--- config.mk ---
export PLATFORM = sky130hd
export DESIGN_NAME = dtgen_top
export DESIGN_NICKNAME = d
export VERILOG_FILES = /design/src/rtl/dtgen_pkg.sv /design/src/rtl/dtgen_ctrl_reg.sv /design/src/rtl/dtgen_phase.sv /design/src/rtl/dtgen_top.sv
export SDC_FILE = /design/constraint.sdc
export NUM_CORES = 1
export LEC_CHECK = 0
export BUFFER_PORTS_ARGS = -buffer_cell sky130_fd_sc_hd__buf_4
export CORE_UTILIZATION = 52
export CTS_CLUSTER_DIAMETER = 80
export DETAILED_ROUTE_END_ITERATION = 10
export HOLD_SLACK_MARGIN = 0.1
export PLACE_DENSITY = 0.76
export SETUP_SLACK_MARGIN = 0.1
export SLEW_MARGIN = 30
export SYNTH_ARGS = -nofsm -noshare
export SYNTH_HDL_FRONTEND = slang
export SYNTH_SLANG_ARGS = --single-unit
--- constraint.sdc ---
create_clock -name clk -period 1.9 [get_ports clk]
set_input_delay 0.19 -clock clk [delete_from_list [all_inputs] [get_ports clk]]
set_output_delay 0.19 -clock clk [all_outputs]
set_load 0.1 [all_outputs]
--- src/rtl/dtgen_pkg.sv ---
package dtgen_pkg;
  localparam int CFG_W  = 8;
  localparam int CODE_W = 6;
  localparam int CNT_W  = 9;

  typedef struct packed {
    logic              tri_mode;
    logic              ins_en;
    logic [CODE_W-1:0] code;
  } cfg_t;

  // Interval length in clock cycles for a setup code.
  function automatic logic [CNT_W-1:0] interval_cycles(input logic [CODE_W-1:0] c);
    logic [CNT_W-1:0] n;
    if (!c[5]) begin
      n = {4'd0, c[4:0]} + CNT_W'(1);
      return n << 1;
    end else begin
      n = {5'd0, c[3:0]} + CNT_W'(17);
      return c[4] ? (n << 3) : (n << 2);
    end
  endfunction
endpackage

--- src/rtl/dtgen_ctrl_reg.sv ---
module dtgen_ctrl_reg
  import dtgen_pkg::*;
(
  input  logic             clk,
  input  logic             rst_n,
  input  logic             wr_en,
  input  logic [CFG_W-1:0] wdata,
  output cfg_t             cfg_q
);
  logic code_done_q;

  always_ff @(posedge clk or negedge rst_n) begin
    if (!rst_n) begin
      cfg_q       <= cfg_t'(8'hFF);
      code_done_q <= 1'b0;
    end else if (wr_en) begin
      code_done_q    <= 1'b1;
      cfg_q.tri_mode <= wdata[7];
      if (!code_done_q)
        cfg_q.code <= wdata[CODE_W-1:0];
      if (!cfg_q.tri_mode || !wdata[7])
        cfg_q.ins_en <= wdata[6];
      else
        cfg_q.ins_en <= cfg_q.ins_en | wdata[6];
    end
  end
endmodule

--- src/rtl/dtgen_phase.sv ---
module dtgen_phase
  import dtgen_pkg::*;
(
  input  logic             clk,
  input  logic             rst_n,
  input  logic             pwm,
  input  logic [CNT_W-1:0] interval,
  input  logic             ins_en,
  input  logic             tri_mode,
  output logic             hs_raw,
  output logic             ls_raw
);
  logic             pwm_q;
  logic [CNT_W-1:0] cnt_q;
  logic             settled;

  always_ff @(posedge clk or negedge rst_n) begin
    if (!rst_n) begin
      pwm_q <= 1'b0;
      cnt_q <= '0;
    end else begin
      pwm_q <= pwm;
      if (pwm != pwm_q)
        cnt_q <= interval;
      else if (cnt_q != '0)
        cnt_q <= cnt_q - CNT_W'(1);
    end
  end

  assign settled = (cnt_q == '0);

  always_comb begin
    if (ins_en) begin
      hs_raw = pwm_q & settled;
      ls_raw = ~pwm_q & settled;
    end else if (tri_mode) begin
      hs_raw = pwm_q;
      ls_raw = ~pwm_q;
    end else begin
      hs_raw = pwm_q;
      ls_raw = 1'b0;
    end
  end
endmodule

--- src/rtl/dtgen_top.sv ---
module dtgen_top
  import dtgen_pkg::*;
#(
  parameter int NLEG = 3
) (
  input  logic            clk,
  input  logic            rst_n,
  input  logic            bus_sel,
  input  logic            bus_wr,
  input  logic [7:0]      bus_wdata,
  output logic [7:0]      bus_rdata,
  input  logic [NLEG-1:0] pwm_in,
  input  logic            clk_en,
  input  logic            out_en,
  output logic [NLEG-1:0] hs_o,
  output logic [NLEG-1:0] ls_o
);
  cfg_t             cfg_q;
  logic [CNT_W-1:0] interval;
  logic [NLEG-1:0]  hs_raw, ls_raw;
  logic             drive_ok;

  dtgen_ctrl_reg u_reg (
    .clk   (clk),
    .rst_n (rst_n),
    .wr_en (bus_sel & bus_wr),
    .wdata (bus_wdata),
    .cfg_q (cfg_q)
  );

  assign bus_rdata = bus_sel ? cfg_q : 8'h00;
  assign interval  = interval_cycles(cfg_q.code);
  assign drive_ok  = clk_en & out_en;

  for (genvar g = 0; g < NLEG; g++) begin : g_leg
    logic src;
    assign src = cfg_q.tri_mode ? pwm_in[g] : pwm_in[0];
    dtgen_phase u_ph (
      .clk      (clk),
      .rst_n    (rst_n),
      .pwm      (src),
      .interval (interval),
      .ins_en   (cfg_q.ins_en),
      .tri_mode (cfg_q.tri_mode),
      .hs_raw   (hs_raw[g]),
      .ls_raw   (ls_raw[g])
    );
  end

  assign hs_o = drive_ok ? hs_raw : '0;
  assign ls_o = drive_ok ? ls_raw : '0;
endmodule

==> results of run 1 <==
-- cells by family after synthesis --
kind of cell	synth area share [%]
simple gates	24.1
compound gates	14.9
flops	41.3
xor+xnor	7.70
buf+inv	3.14
mux	6.75
fa+ha+maj	2.09
-- layout make-up --
class	count	area share, %
multi-input cells	194	44.0
well taps	52	1.81
repair buffers	90	21.7
clock buffers	6	2.02
inverters	11	1.15
flip-flops and latches	39	27.6
clock inverters	2	1.67
-- registers in the layout (all words and copies together) (netlist names) --
name               flops
u_reg.code_done_q      1
u_reg.cfg_q            8
g_leg.u_ph.pwm_q       3
g_leg.u_ph.cnt_q      27
-- critical path, cell delays in order, from the launching register on --
cell     delay (ns)
dfrtp_1        0.39
or4_4          0.54
or4_4          0.51
a21oi_4        0.16
buf_12         0.19
-- cell usage after synthesis, types with 8 or more instances --
cell,n
dfrtp_1,31
nor2_1,21
nand2_1,15
nand3_1,13
a21oi_1,12
xnor2_1,12
inv_1,11
o21ai_0,11
nor3_1,10
and2_1,9
mux2_2,9
xor2_1,9
dfstp_2,8
-- layer usage --
metal | global-route usage [%] | up-vias | part of all wire, %
met5 | 0 | - | 0
met4 | 9.78 | 0 | 2.5
met3 | 4.94 | 18 | 5.5
met2 | 51.8 | 83 | 52
met1 | 37.1 | 1156 | 40
li1 | - | 1091 | -
-- path summary, 6_finish.rpt --
path                       slack (ns)                   start                     end  depth (start not counted)
max                             -0.38  g_leg[0].u_ph.cnt_q[6]                 hs_o[0]                          4
min                              0.12            bus_wdata[2]          u_reg.cfg_q[2]                          2
max reg2reg                     -0.08  g_leg[0].u_ph.cnt_q[6]  g_leg[0].u_ph.cnt_q[6]                          6
min reg2reg                      0.47       u_reg.code_done_q       u_reg.code_done_q                          1
max in group asynchronous        1.14                   rst_n          u_reg.cfg_q[4]                          2
min in group asynchronous        0.39                   rst_n  g_leg[1].u_ph.cnt_q[4]                          2
-- what timing repair did --
item | 4_1_cts | 5_1_grt
hold endpoints to repair | 32 | 0
gates resized for setup | 41 | 22
setup endpoints to repair | 13 | 19
cloned | 0 | 1
pin swaps | 10 | 8
hold buffers | 2 | 0
buffers inserted | 12 | 12
-- power by group through the flow --
| stage | Combinational, mW | Sequential, mW | Clock (mW) |
|---|---|---|---|
| finish | 2.56 | 1.47 | 0.833 |
| global route | 2.78 | 1.51 | 0.878 |
| detailed placement | 2.00 | 1.43 | 0 |
| CTS | 2.28 | 1.45 | 0.836 |
| floorplan | 1.36 | 1.37 | 0 |
| global placement | 1.94 | 1.41 | 0 |
==> metrics.yaml, run 1 <==
outcome: "finished with violations"
violations: "negative setup slack"
power.leakage_nw: 1.55
drt_iter0_markers: 181
path_max_fanout: 2
avgSynthCellArea_sq_um: 9.48
critPathKind: "reg2out"
hp-class: "in2reg"
cts.reportedPaths.clkPinSlew_ns: 0.08
synthFlopType: "dfrtp_1"
dp_hpwl_microns: 4470
fmax_mhz: 438
multi_input_area_sq_um: 1580
numCtsBuffers: 5
antenna_found_initial: 0
syn_area_sq_um: 2390
seq_area_frac_synth_pct: 41.3
initial_core_util_pct: 54.5
yosys_register_bits: 39
combPwrFrac_pct: 52.7
max-slew-margin-rel_pct: 61.0
clock_power_share_pct: 17.1
async_flop_share_pct: 100
fin_util_pct: 81.9
period_share_pct: 120
dp_slack_ns: -0.135
ioPinCount: 31
yosys.area.top_type: "dfrtp_1"
ant_nets: 0
syn-num-nets: 273
tightest_slew_ns: 0.581
hold_violations: 0
setup_ws_ns: -0.384
clock-sinks: 39
die_area_sq_um: 4870
p_seq_share_pct: 30.2
firstDrtPassIters: 4
vdd_drop_max_mv: 0.817
num_vias: 2348
io_buffers: 30
register_area_sq_um: 991
synth_top_area_share_pct: 32.5
wl_microns: 7190
core_sq_um: 4380
wl_per_cell_microns: 18.2
cts_tree: "built"
worstPathArrival_ns: 2.09
cp-end-kind: "output pin"
die_h_microns: 69.8
switchingPower_mw: 1.95
grt_max_degree: 40
die_x_microns: 69.8
grtUsageTotal_pct: 29.6
crit_path_start_kind: "flop"
clkLatencyLatePin_ns: 0.30
drive_above_1_share_pct: 45.6
layout_common_cells: "75 x buf_4, 30 x dfrtp_1, 20 x nor2_1"
syn2layout_area_growth_pct: 50.3
final_cells: 394
slew_viol_final: 0
whs_ns: 0.122
rsz0062_at_grt: "true"
required_ns: 1.71
syn_inst: 252
p_per_area_nw_per_um2: 1360
final_cell_area_sq_um: 3590
yosysWarnings: 0
setup_viol: 6
synth_cell_type_count: 52
synth-edff-count: 0
cts_root_buf: "clkbuf_8"
post-place-cells: 359
yosys-top-cells-area: "dfrtp_1 32%, dfstp_2 8.8%, xnor2_1 4.4%"
rows: 24
nFillCells: 273
swShare_pct: 40.0
mostFrequentLayoutCell: "buf_4"
maxCapViolCount: 0
grt_pass1_wl_microns: 11100
antenna_cells: 0
cts.path.max_buffers: 2
fin_total_pwr_mw: 4.87
overflow: 0
viasPerCell: 5.96
p_int_mw: 2.92
period_minus_slack_ns: 2.28
fin_skew_ns: 0.00640
dpl-instance-area_sq_um: 2980
drc: 0
gp_congestion: 0.904
setup-tns-final_ns: -0.985
h-tree-depth: 2
grt_pass1_vias: 2288
fin_nets: 362
Power figures use the tool's default switching activity.
==> run 2: changes to the inputs <==
--- a/config.mk
+++ b/config.mk
@@ -7,9 +7,9 @@
 export LEC_CHECK = 0
 export BUFFER_PORTS_ARGS = -buffer_cell sky130_fd_sc_hd__buf_4
-export CORE_UTILIZATION = 52
+export CORE_UTILIZATION = 58
 export CTS_CLUSTER_DIAMETER = 80
 export DETAILED_ROUTE_END_ITERATION = 10
 export HOLD_SLACK_MARGIN = 0.1
-export PLACE_DENSITY = 0.76
+export PLACE_DENSITY = 0.8
 export SETUP_SLACK_MARGIN = 0.1
 export SLEW_MARGIN = 30
==> constraint.sdc (replaced) <==
create_clock -name clk -period 2.6 [get_ports clk]
set_input_delay 0.26 -clock clk [delete_from_list [all_inputs] [get_ports clk]]
set_output_delay 0.26 -clock clk [all_outputs]
set_load 0.05 [all_outputs]
==> run 2 against run 1 <==
  * The flow now finishes without violations
  * Clock-buffer cell count unchanged
  * Core utilization fell by 7.1 points
  * Setup slack better by 0.55 ns
  * Final cell count down 14%
  * First-iteration DRC count decreased by 17%
  * Clock power down 36%
  * Critical path depth unchanged
  * Clock skew is 0.0011 ns higher
  * Worst hold slack improved by 0.065 ns
  * Routed wire length shrank 23%
  * Critical path type unchanged
  * Critical endpoint unchanged
  * Largest power group unchanged
  * Highest routed layer unchanged
==> metrics.yaml, run 2 (synthesized netlist as in run 1, its figures left out) <==
outcome: "finished clean"
wl_per_cell_microns: 16.4  # -10%
viasPerCell: 6.12  # +2.8%
core_sq_um: 3800  # -13%
rows: 22  # -8.3%
setup-tns-final_ns: 0  # +0.985 ns
register_area_sq_um: 986  # -0.50%
h-tree-depth: 2  # unchanged
die_x_microns: 66.2  # -5.2%
period_share_pct: 93.5
required_ns: 2.34  # +0.63 ns
dp_hpwl_microns: 4050  # -9.4%
fin_nets: 309  # -15%
vdd_drop_max_mv: 0.605  # -26%
gp_congestion: 0.840  # -7.1%
whs_path_depth: 2  # unchanged
drc: 0  # unchanged
fin_skew_ns: 0.00749  # +0.00109 ns
grt_pass1_wl_microns: 9140  # -17%
grt_max_degree: 40  # unchanged
fmax_mhz: 411
p_per_area_nw_per_um2: 976  # -28%
power.leakage_nw: 1.20  # -23%
hold_violations: 0  # unchanged
firstDrtPassIters: 4  # unchanged
cp-end-kind: "output pin"
largest_reg_flops: 27  # unchanged
crit_path_start_kind: "flop"
num_vias: 2064  # -12%
drt_iter0_markers: 151  # -17%
multi_input_area_sq_um: 1350  # -15%
fin_total_pwr_mw: 2.77  # -43%
wl_microns: 5540  # -23%
slew_viol_final: 0  # unchanged
overflow: 0  # unchanged
clock-sinks: 39  # unchanged
critPathKind: "reg2out"
maxCapViolCount: 0  # unchanged
grtUsageTotal_pct: 28.4  # -1.3 points
drive_above_1_share_pct: 25.3  # -20 points
antenna_cells: 0  # unchanged
cts_root_buf: "clkbuf_8"
cts.path.max_buffers: 2  # unchanged
cts_tree: "built"
layout_common_cells: "34 x buf_4, 31 x dfrtp_1, 21 x nor2_1"
ff2ff_path_depth: 5  # -1
die_h_microns: 66.2  # -5.2%
rsz0062_at_grt: "false"
clkLatencyLatePin_ns: 0.30  # about the same
ant_nets: 0  # unchanged
antenna_found_initial: 0  # unchanged
path_max_fanout: 4  # +2
ioPinCount: 31  # unchanged
numCtsBuffers: 5  # unchanged
die_area_sq_um: 4380  # -10%
initial_core_util_pct: 62.9  # +8.4 points
max-slew-margin-rel_pct: 53.3  # -7.7 points
regMostFlops: "g_leg.u_ph.cnt_q"
io_buffers: 30  # unchanged
period_minus_slack_ns: 2.43
setup_viol: 0  # -6
tightest_slew_ns: 0.683  # +0.101 ns
nFillCells: 282  # +3.3%
mostFrequentLayoutCell: "buf_4"
hp-class: "in2reg"
grt_pass1_vias: 1964  # -14%
cts.reportedPaths.clkPinSlew_ns: 0.08  # about the same
worstPathArrival_ns: 2.17  # +0.08 ns
top_regs: "g_leg.u_ph.cnt_q x27, u_reg.cfg_q x8, g_leg.u_ph.pwm_q x3"
syn2layout_area_growth_pct: 18.8
run 2: cell count changes in the layout (fill, tap and decap cells not counted), sizes merged:
cell    before  now
bufinv       2    1
buf         88   35
clkinv       0    1
run 2: final cells by class:
cell class | instances | area share, %
Sequential cell | 39 | 34.7
Inverter | 11 | 1.45
Timing Repair Buffer | 37 | 10.1
Multi-Input combinational cell | 194 | 47.5
Tap cell | 48 | 2.11
Clock inverter | 2 | 1.23
Clock buffer | 6 | 2.91
run 2: per-layer routing:
metal / global-route usage (%) / vias up / wire length [microns]
met5: 0 / - / 0
met4: 7.71 / 0 / 63
met3: 6.55 / 6 / 326
met2: 48.0 / 62 / 2700
met1: 36.2 / 1014 / 2450
li1: - / 982 / -
run 2: final timing paths:
check | startpoint | endpoint | slack [ns]
max | g_leg[0].u_ph.cnt_q[5] | hs_o[0] | 0.17
max reg2reg | u_reg.cfg_q[0] | g_leg[1].u_ph.cnt_q[5] | 0.46
min reg2reg | u_reg.code_done_q | u_reg.code_done_q | 0.47
max in group asynchronous | rst_n | u_reg.cfg_q[7] | 1.77
min in group asynchronous | rst_n | g_leg[1].u_ph.cnt_q[0] | 0.46
min | bus_wdata[3] | u_reg.cfg_q[3] | 0.19
run 2: power by group:
group          switching [mW]  internal (mW)
Clock                   0.220          0.310
Combinational           0.616          0.533
Sequential              0.270          0.821
run 2: metrics by stage:
step	cell area, sq um	hold WS [ns]	utilization, %	worst slack [ns]	std cells
6_report	2840	0.187	74.8	0.170	337
5_1_grt	2840	0.186	74.8	0.116	337
4_1_cts	2810	0.102	73.8	0.135	334
3_5_place_dp	2680	0.257	70.5	0.464	325
3_3_place_gp	2680	0.257	70.5	0.505	325
2_1_floorplan	2400	-0.0356	-	0.223	252
run 2: what timing repair did:
| action | 4_1_cts | 5_1_grt |
|---|---|---|
| setup endpoints to repair | 0 | 2 |
| setup buffers | 0 | 2 |
| gates resized for setup | 0 | 2 |
| endpoints found under the hold margin | 31 | 1 |
| hold buffers | 1 | 1 |
run 2: critical path, cell delays in order (launching register included):
cell and delay (ns):
dfrtp_1 0.42, or4_4 0.59, or4_4 0.54, a21oi_2 0.17, buf_6 0.17
